==> config.mk <==
export PLATFORM = sky130hd
export DESIGN_NAME = lsovl_detect
export DESIGN_NICKNAME = d
export VERILOG_FILES = /design/src/rtl/lsovl_pkg.sv /design/src/rtl/lsovl_mask_gen.sv /design/src/rtl/lsovl_slot.sv /design/src/rtl/lsovl_pair_cmp.sv /design/src/rtl/lsovl_detect.sv
export SDC_FILE = /design/constraint.sdc
export NUM_CORES = 1
export LEC_CHECK = 0
export BUFFER_PORTS_ARGS = -buffer_cell sky130_fd_sc_hd__buf_2
export CAP_MARGIN = 30
export CORE_ASPECT_RATIO = 1.1
export CORE_MARGIN = 2
export CORE_UTILIZATION = 35
export CTS_CLUSTER_DIAMETER = 150
export DETAILED_ROUTE_END_ITERATION = 8
export REMOVE_ABC_BUFFERS = 1
export SETUP_SLACK_MARGIN = 0.5
export SKIP_CTS_REPAIR_TIMING = 1
export SLEW_MARGIN = 15
export SYNTH_ARGS = -nofsm -noshare
export SYNTH_HDL_FRONTEND = slang
export SYNTH_SLANG_ARGS = --single-unit
==> constraint.sdc <==
create_clock -name clk -period 4 [get_ports clk]
set_input_delay 1 -clock clk [delete_from_list [all_inputs] [get_ports clk]]
set_output_delay 1 -clock clk [all_outputs]
set_load 0.01 [all_outputs]
==> src/rtl/lsovl_pkg.sv <==
package lsovl_pkg;

  localparam int OFF_W     = 4;
  localparam int WIN_BYTES = 1 << OFF_W;

  typedef enum logic [1:0] {
    SZ_BYTE = 2'b00,
    SZ_HALF = 2'b01,
    SZ_WORD = 2'b10,
    SZ_DBLW = 2'b11
  } acc_size_e;

  // Mask of the bytes an access of the given size covers at offset zero
  function automatic logic [WIN_BYTES-1:0] span_bits(acc_size_e sz);
    int nbytes;
    nbytes = 1 << int'(sz);
    return WIN_BYTES'((32'd1 << nbytes) - 32'd1);
  endfunction

endpackage

==> src/rtl/lsovl_mask_gen.sv <==
module lsovl_mask_gen
  import lsovl_pkg::*;
(
  input  logic [OFF_W-1:0]     off_i,
  input  acc_size_e            size_i,
  output logic [WIN_BYTES-1:0] mask_o
);

  logic [WIN_BYTES-1:0] span;

  always_comb begin
    span   = span_bits(size_i);
    // Left shift inside the window width: bytes past the top fall away
    mask_o = span << off_i;
  end

endmodule

==> src/rtl/lsovl_slot.sv <==
module lsovl_slot
  import lsovl_pkg::*;
#(
  parameter int PA_W = 8
) (
  input  logic                 clk,
  input  logic                 rst,
  input  logic                 set_i,
  input  logic                 clr_i,
  input  logic [PA_W-1:0]      tag_i,
  input  logic [WIN_BYTES-1:0] mask_i,
  output logic                 live_o,
  output logic [PA_W-1:0]      tag_o,
  output logic [WIN_BYTES-1:0] mask_o
);

  logic                 live_q;
  logic [PA_W-1:0]      tag_q;
  logic [WIN_BYTES-1:0] mask_q;

  // Activity flag: set has priority over clear
  always_ff @(posedge clk) begin
    if (rst)        live_q <= 1'b0;
    else if (set_i) live_q <= 1'b1;
    else if (clr_i) live_q <= 1'b0;
  end

  // Payload has no reset; it only counts while live_q is set
  always_ff @(posedge clk) begin
    if (set_i) begin
      tag_q  <= tag_i;
      mask_q <= mask_i;
    end
  end

  assign live_o = live_q;
  assign tag_o  = tag_q;
  assign mask_o = mask_q;

endmodule

==> src/rtl/lsovl_pair_cmp.sv <==
module lsovl_pair_cmp
  import lsovl_pkg::*;
#(
  parameter int PA_W = 8
) (
  input  logic                 a_live_i,
  input  logic [PA_W-1:0]      a_tag_i,
  input  logic [WIN_BYTES-1:0] a_mask_i,
  input  logic                 b_live_i,
  input  logic [PA_W-1:0]      b_tag_i,
  input  logic [WIN_BYTES-1:0] b_mask_i,
  output logic                 clash_o
);

  logic same_tag;
  logic byte_hit;

  always_comb begin
    same_tag = (a_tag_i == b_tag_i);
    byte_hit = |(a_mask_i & b_mask_i);
    clash_o  = a_live_i & b_live_i & same_tag & byte_hit;
  end

endmodule

==> src/rtl/lsovl_detect.sv <==
module lsovl_detect
  import lsovl_pkg::*;
#(
  parameter int N_SLOT = 4,
  parameter int PA_W   = 8
) (
  input  logic                            clk,
  input  logic                            rst,
  input  logic [N_SLOT-1:0]               act_i,
  input  logic [N_SLOT-1:0]               rel_i,
  input  logic [N_SLOT*(PA_W+OFF_W)-1:0]  addr_i,
  input  logic [2*N_SLOT-1:0]             size_i,
  output logic [N_SLOT-1:0]               clear_o,
  output logic [N_SLOT*N_SLOT-1:0]        pair_free_o
);

  localparam int AW = PA_W + OFF_W;

  logic [N_SLOT-1:0]    live;
  logic [PA_W-1:0]      tag_q  [N_SLOT];
  logic [WIN_BYTES-1:0] mask_q [N_SLOT];
  logic [WIN_BYTES-1:0] mask_d [N_SLOT];

  for (genvar k = 0; k < N_SLOT; k++) begin : g_slot
    logic [AW-1:0] a_k;
    assign a_k = addr_i[k*AW +: AW];

    lsovl_mask_gen u_mask (
      .off_i  (a_k[OFF_W-1:0]),
      .size_i (acc_size_e'(size_i[k*2 +: 2])),
      .mask_o (mask_d[k])
    );

    lsovl_slot #(.PA_W(PA_W)) u_slot (
      .clk    (clk),
      .rst    (rst),
      .set_i  (act_i[k]),
      .clr_i  (rel_i[k]),
      .tag_i  (a_k[AW-1:OFF_W]),
      .mask_i (mask_d[k]),
      .live_o (live[k]),
      .tag_o  (tag_q[k]),
      .mask_o (mask_q[k])
    );
  end

  for (genvar i = 0; i < N_SLOT; i++) begin : g_row
    for (genvar j = 0; j < N_SLOT; j++) begin : g_col
      if (i == j) begin : g_self
        assign pair_free_o[i*N_SLOT+j] = live[j];
      end else begin : g_other
        logic clash;
        lsovl_pair_cmp #(.PA_W(PA_W)) u_cmp (
          .a_live_i (live[i]),
          .a_tag_i  (tag_q[i]),
          .a_mask_i (mask_q[i]),
          .b_live_i (live[j]),
          .b_tag_i  (tag_q[j]),
          .b_mask_i (mask_q[j]),
          .clash_o  (clash)
        );
        assign pair_free_o[i*N_SLOT+j] = live[j] & ~clash;
      end
    end
    assign clear_o[i] = live[i] & (pair_free_o[i*N_SLOT +: N_SLOT] == live);
  end

endmodule

# After elaboration in Yosys (flattened, before gate mapping)
# Index checks and enable logic that the tools add are counted.
# op_classes
addsub,4
n_eq_ne,16
n_shift,12
muxes,8
n_bitwise,64
n_reduce_logical,10
# op_table
operator,count
"1-bit by 2-bit left shift with 32-bit output, first input constant",4
"1-bit by 32-bit left shift with 16-bit output, first input constant",4
16-bit bitwise AND,6
8-bit == test,12
16-bit OR reduction,6
16-bit by 4-bit left shift with 16-bit output,4
"16-bit by 1-bit subtractor with 16-bit output, second input constant",4
1-bit bitwise AND,46
3-bit == test,4
1-bit NOT,12
1-bit 2-to-1 mux,8
2-bit nonzero test,4
# totals
ff_bits,100
out_inout_bits,20
wordCells,126

# Logic depth before layout (Yosys ltp)
# depth
ltp_word,7
mapped_depth,6

# Modules after synthesis
# Synthesis repeated with hierarchy kept, for this count alone.
# hier_totals
hier_cells,692
area_unflattened_um2,7226.9
# modules_own_cells
module,instances,cells_each,area_each_um2
lsovl_slot,4,28,759.5
lsovl_pair_cmp,12,21,182.7
lsovl_mask_gen,4,76,462.9
lsovl_detect,1,24,145.1

# Worst setup path before layout
# Ideal clock, no wire load.
# synth_path
path_kind,register to output
startpoint,reg g_slot[0].u_slot.mask_q[3]
endpoint,out clear_o[0]
arrival_ns,1.434
setup_slack_ns,1.566
stages_incl_launch_ff,6
cell_sequence,edfxtp_1 a22o_1 a221oi_1 and4_1 nor3_2 nor4b_2
# synth_via
elab_chain_cells,7
word_cells_on_any_way,17
cone_classes,eq/ne: 1; bitwise: 13; reduce/logical: 3
# synth_rtl
item,line,text
"start, declared",lsovl_slot.sv:19,logic [WIN_BYTES-1:0] mask_q;
"start signal, assigned",lsovl_slot.sv:32,mask_q <= mask_i;
16-bit bitwise AND,lsovl_pair_cmp.sv:20,byte_hit = |(a_mask_i & b_mask_i);
16-bit OR reduction,lsovl_pair_cmp.sv:20,
1-bit bitwise AND,lsovl_pair_cmp.sv:21,clash_o = a_live_i & b_live_i & same_tag & byte_hit;
1-bit NOT,lsovl_detect.sv:62,assign pair_free_o[i*N_SLOT+j] = live[j] & ~clash;
1-bit bitwise AND,lsovl_detect.sv:62,
3-bit == test *,lsovl_detect.sv:65,assign clear_o[i] = live[i] & (pair_free_o[i*N_SLOT +: N_SLOT] == live);
1-bit bitwise AND *,lsovl_detect.sv:65,
"end, declared",lsovl_detect.sv:13,"output logic [N_SLOT-1:0] clear_o,"
# Mark *: on every way between the ends. The rest lies on a longest branch, timed or not.

# Final worst setup path
# layout_path
startpoint,reg g_slot[0].u_slot.tag_q[7]
endpoint,out clear_o[0]
# layout_via
elab_chain_cells,7
word_cells_on_any_way,17
cone_classes,eq/ne: 4; bitwise: 13
# layout_rtl
item,line,text
"start, declared",lsovl_slot.sv:18,logic [PA_W-1:0] tag_q;
"start signal, assigned",lsovl_slot.sv:31,tag_q <= tag_i;
8-bit == test,lsovl_pair_cmp.sv:19,same_tag = (a_tag_i == b_tag_i);
1-bit bitwise AND (2 in a row),lsovl_pair_cmp.sv:21,
1-bit NOT,lsovl_detect.sv:62,
1-bit bitwise AND,lsovl_detect.sv:62,
3-bit == test *,lsovl_detect.sv:65,
1-bit bitwise AND *,lsovl_detect.sv:65,
# Marks and branches as above.

==> run summary <==
Status -> completed
FP Rows -> 49
DR vias -> 4731
Final WS setup -> 0.838 ns
Port Buffer Count -> 85
GR peak layer -> met2
Dpl hpwl -> 11.3 mm
Clock Root Buffer -> clkbuf_16
IO Pins -> 86
CP Capture Type -> primary output
Dpl ws -> 1.25 ns
Fin Setup TNS -> 0 ns
Worst-margin pin slew -> 0.638 ns
Clock Latency Late Sink -> 0.33 ns
Fill cells -> 1523
Max-slew violation count -> 0
Multi-input logic area -> 2620 um2
Number of synthesized flops with an enable pin -> 96
Max cap viols -> 0
Pin count of the biggest net entering global routing -> 27
Smallest hold slack -> 0.620 ns
CP Cell Sequence -> xor2_1, nor4_1, nand4_1, nor3_2, nor4b_2, buf_2
TritonCTS sink count -> 100
H-tree Lvls -> 3
Synth cell types -> 46
Crit path max fanout -> 4
Final cycle utilization of the critical path -> 0.790
Core outline area -> 16400 um2
Placed cell area -> 6330 um2
RD Place Congestion -> 0.966
Vias in the first global route -> 4505
Fraction of registers with async set/reset -> 0
WL final -> 15.4 mm
Setup CP Type -> reg2out
Post-DR wirelength/cell -> 18.8 um
Max_slew headroom -> 0.574
Part of the Yosys area used for sequential elements -> 0.507
Routing usage on met1 -> 0.221
Final Hold Fails -> 0
CP peak stage delay -> 0.47 ns
Worst-path clk slew -> 0.06 ns
Mapped Cells -> 550
Vias/cell -> 5.80
Most frequent cells in the layout -> 96 x edfxtp_1, 85 x buf_2, 34 x o21ai_0, 32 x a21oi_1, 31 x nand2_1
Overall Global Routing Usage -> 0.170
Nets -> 673
Worst min path class -> reg2reg
VDD IR max -> 0.207 mV
First-pass detailed-route iteration total -> 5
Drt drc -> 0
Leak pwr -> 2.46 nW
Grt met2 use -> 0.286
Die W -> 127 um
Die area -> 17700 um2
Share of layout cells above drive strength 1 -> 0.188
Worst setup SP type -> register
Met3 Use GR -> 0.0327
Worst EP required -> 3.00 ns
CP max stage cell -> nor4_1
Initial Util -> 0.357
CP delay by family, top -> simple AND/OR/NAND/NOR gates
CTS tree -> built
Unrepaired setup endpoints after global routing -> no
Die H -> 139 um
Post-synth top flop -> edfxtp_1
Syn Area/Cell -> 10.6 um2
FF/Latch Area -> 2960 um2
Total grt overflow -> 0
CP arrival -> 2.16 ns
F_max -> 316 MHz
Most common library cell in the layout ignoring fill and taps -> edfxtp_1
Antenna violations before repair -> 0
Remaining antenna violation count -> 0
Post-route design area -> 6660 um2
Pwr dens -> 403 nW/um2
Yosys reg bits -> 100
Min Clock Period, post-route -> 3.16 ns
Final setup fails -> 0
CTS Buf Count -> 9
Final Util -> 0.407
Longest Clk Path Bufs -> 2
Syn. warnings -> 0
First-pass GRT wire length -> 23.9 mm
ANT cells -> 0
Clk_skew -> 0 ns
Mapped cell area -> 5840 um2
CP Buf/Inv Count -> 1
Initial DRC Count -> 407
Synthesis-to-finish area growth -> 14.0%
==> Yosys cell counts, drive strengths merged (5+ instances only) <==
cell | n | area (um2)
nor2b | 15 | 93.8
nor2 | 30 | 113
nand2 | 31 | 116
or2 | 6 | 37.5
nand4 | 5 | 31.3
o2bb2ai | 6 | 52.6
inv | 19 | 71.3
and3 | 5 | 31.3
a21oi | 32 | 160
nor3 | 25 | 150
and4 | 6 | 52.6
xnor2 | 21 | 184
a21o | 5 | 37.5
o22ai | 11 | 68.8
mux2i | 7 | 70.1
a22o | 26 | 228
o32ai | 6 | 52.6
buf | 23 | 125
edfxtp | 96 | 2880
a211oi | 5 | 37.5
a221oi | 26 | 234
clkbuf | 16 | 60.1
and2 | 6 | 37.5
o21ai | 35 | 175
nand3 | 9 | 45.0
xor2 | 28 | 245
nor4 | 12 | 81.3
a2111oi | 6 | 52.6
==> cells by family after synthesis <==
| kind of cell | after synthesis | synth area share |
|---|---|---|
| DFF | 100 | 0.507 |
| xor gates and xnor gates | 49 | 0.0735 |
| muxes | 7 | 0.0120 |
| AOI/OAI and AO/OA | 176 | 0.213 |
| and+or+nand+nor | 160 | 0.150 |
| buffers and inverters | 58 | 0.0439 |
==> routing by layer <==
layer | vias up | routed length, um
met1 | 2209 | 6590
met4 | 0 | 382
li1 | 2243 | -
met2 | 236 | 7330
met5 | - | 0
met3 | 43 | 1050
==> state kept, by name, indices dropped and copies added, names as in the netlist <==
signal                count
g_slot.u_slot.mask_o     64
g_slot.u_slot.tag_o      32
g_slot.u_slot.live_o      4
==> worst register-to-register path, cell delays in order (launching register included) <==
cell and delay, ns:
dfxtp_1 0.47, a21oi_1 0.11, nor2_1 0.12
==> final cells by class <==
cell class                 instances  share of cell area
clock buffer                       9              0.0338
timing repair buffer              85              0.0639
inverter                          19              0.0107
clock inverter                     7              0.0147
sequential                       100               0.445
tap                              204              0.0383
multi-input combinational        392               0.394
==> path summary, 6_finish.rpt <==
| check | depth (start not counted) | from | to | slack, ns |
|---|---|---|---|---|
| setup / recovery | 6 | g_slot[0].u_slot.tag_o[7] | clear_o[0] | 0.84 |
| hold / removal | 2 | g_slot[2].u_slot.live_o | g_slot[2].u_slot.live_o | 0.62 |
| setup reg to reg | 2 | g_slot[3].u_slot.live_o | g_slot[3].u_slot.live_o | 3.24 |
| hold reg to reg | 2 | g_slot[2].u_slot.live_o | g_slot[2].u_slot.live_o | 0.62 |
==> per-stage QoR <==
step           instances  power (mW)
2_1_floorplan        511        1.57
3_5_place_dp         800        1.77
5_1_grt              816        2.79
6_report             816        2.68
4_1_cts              816        2.70
3_3_place_gp         800        1.77
==> power by group <==
part | leakage [nW] | switching (mW) | internal (mW)
clock | 0.154 | 0.374 | 0.551
sequential | 0.962 | 0.111 | 1.25
combinational | 1.34 | 0.217 | 0.176
No activity file was read; power rests on OpenSTA's default activity.
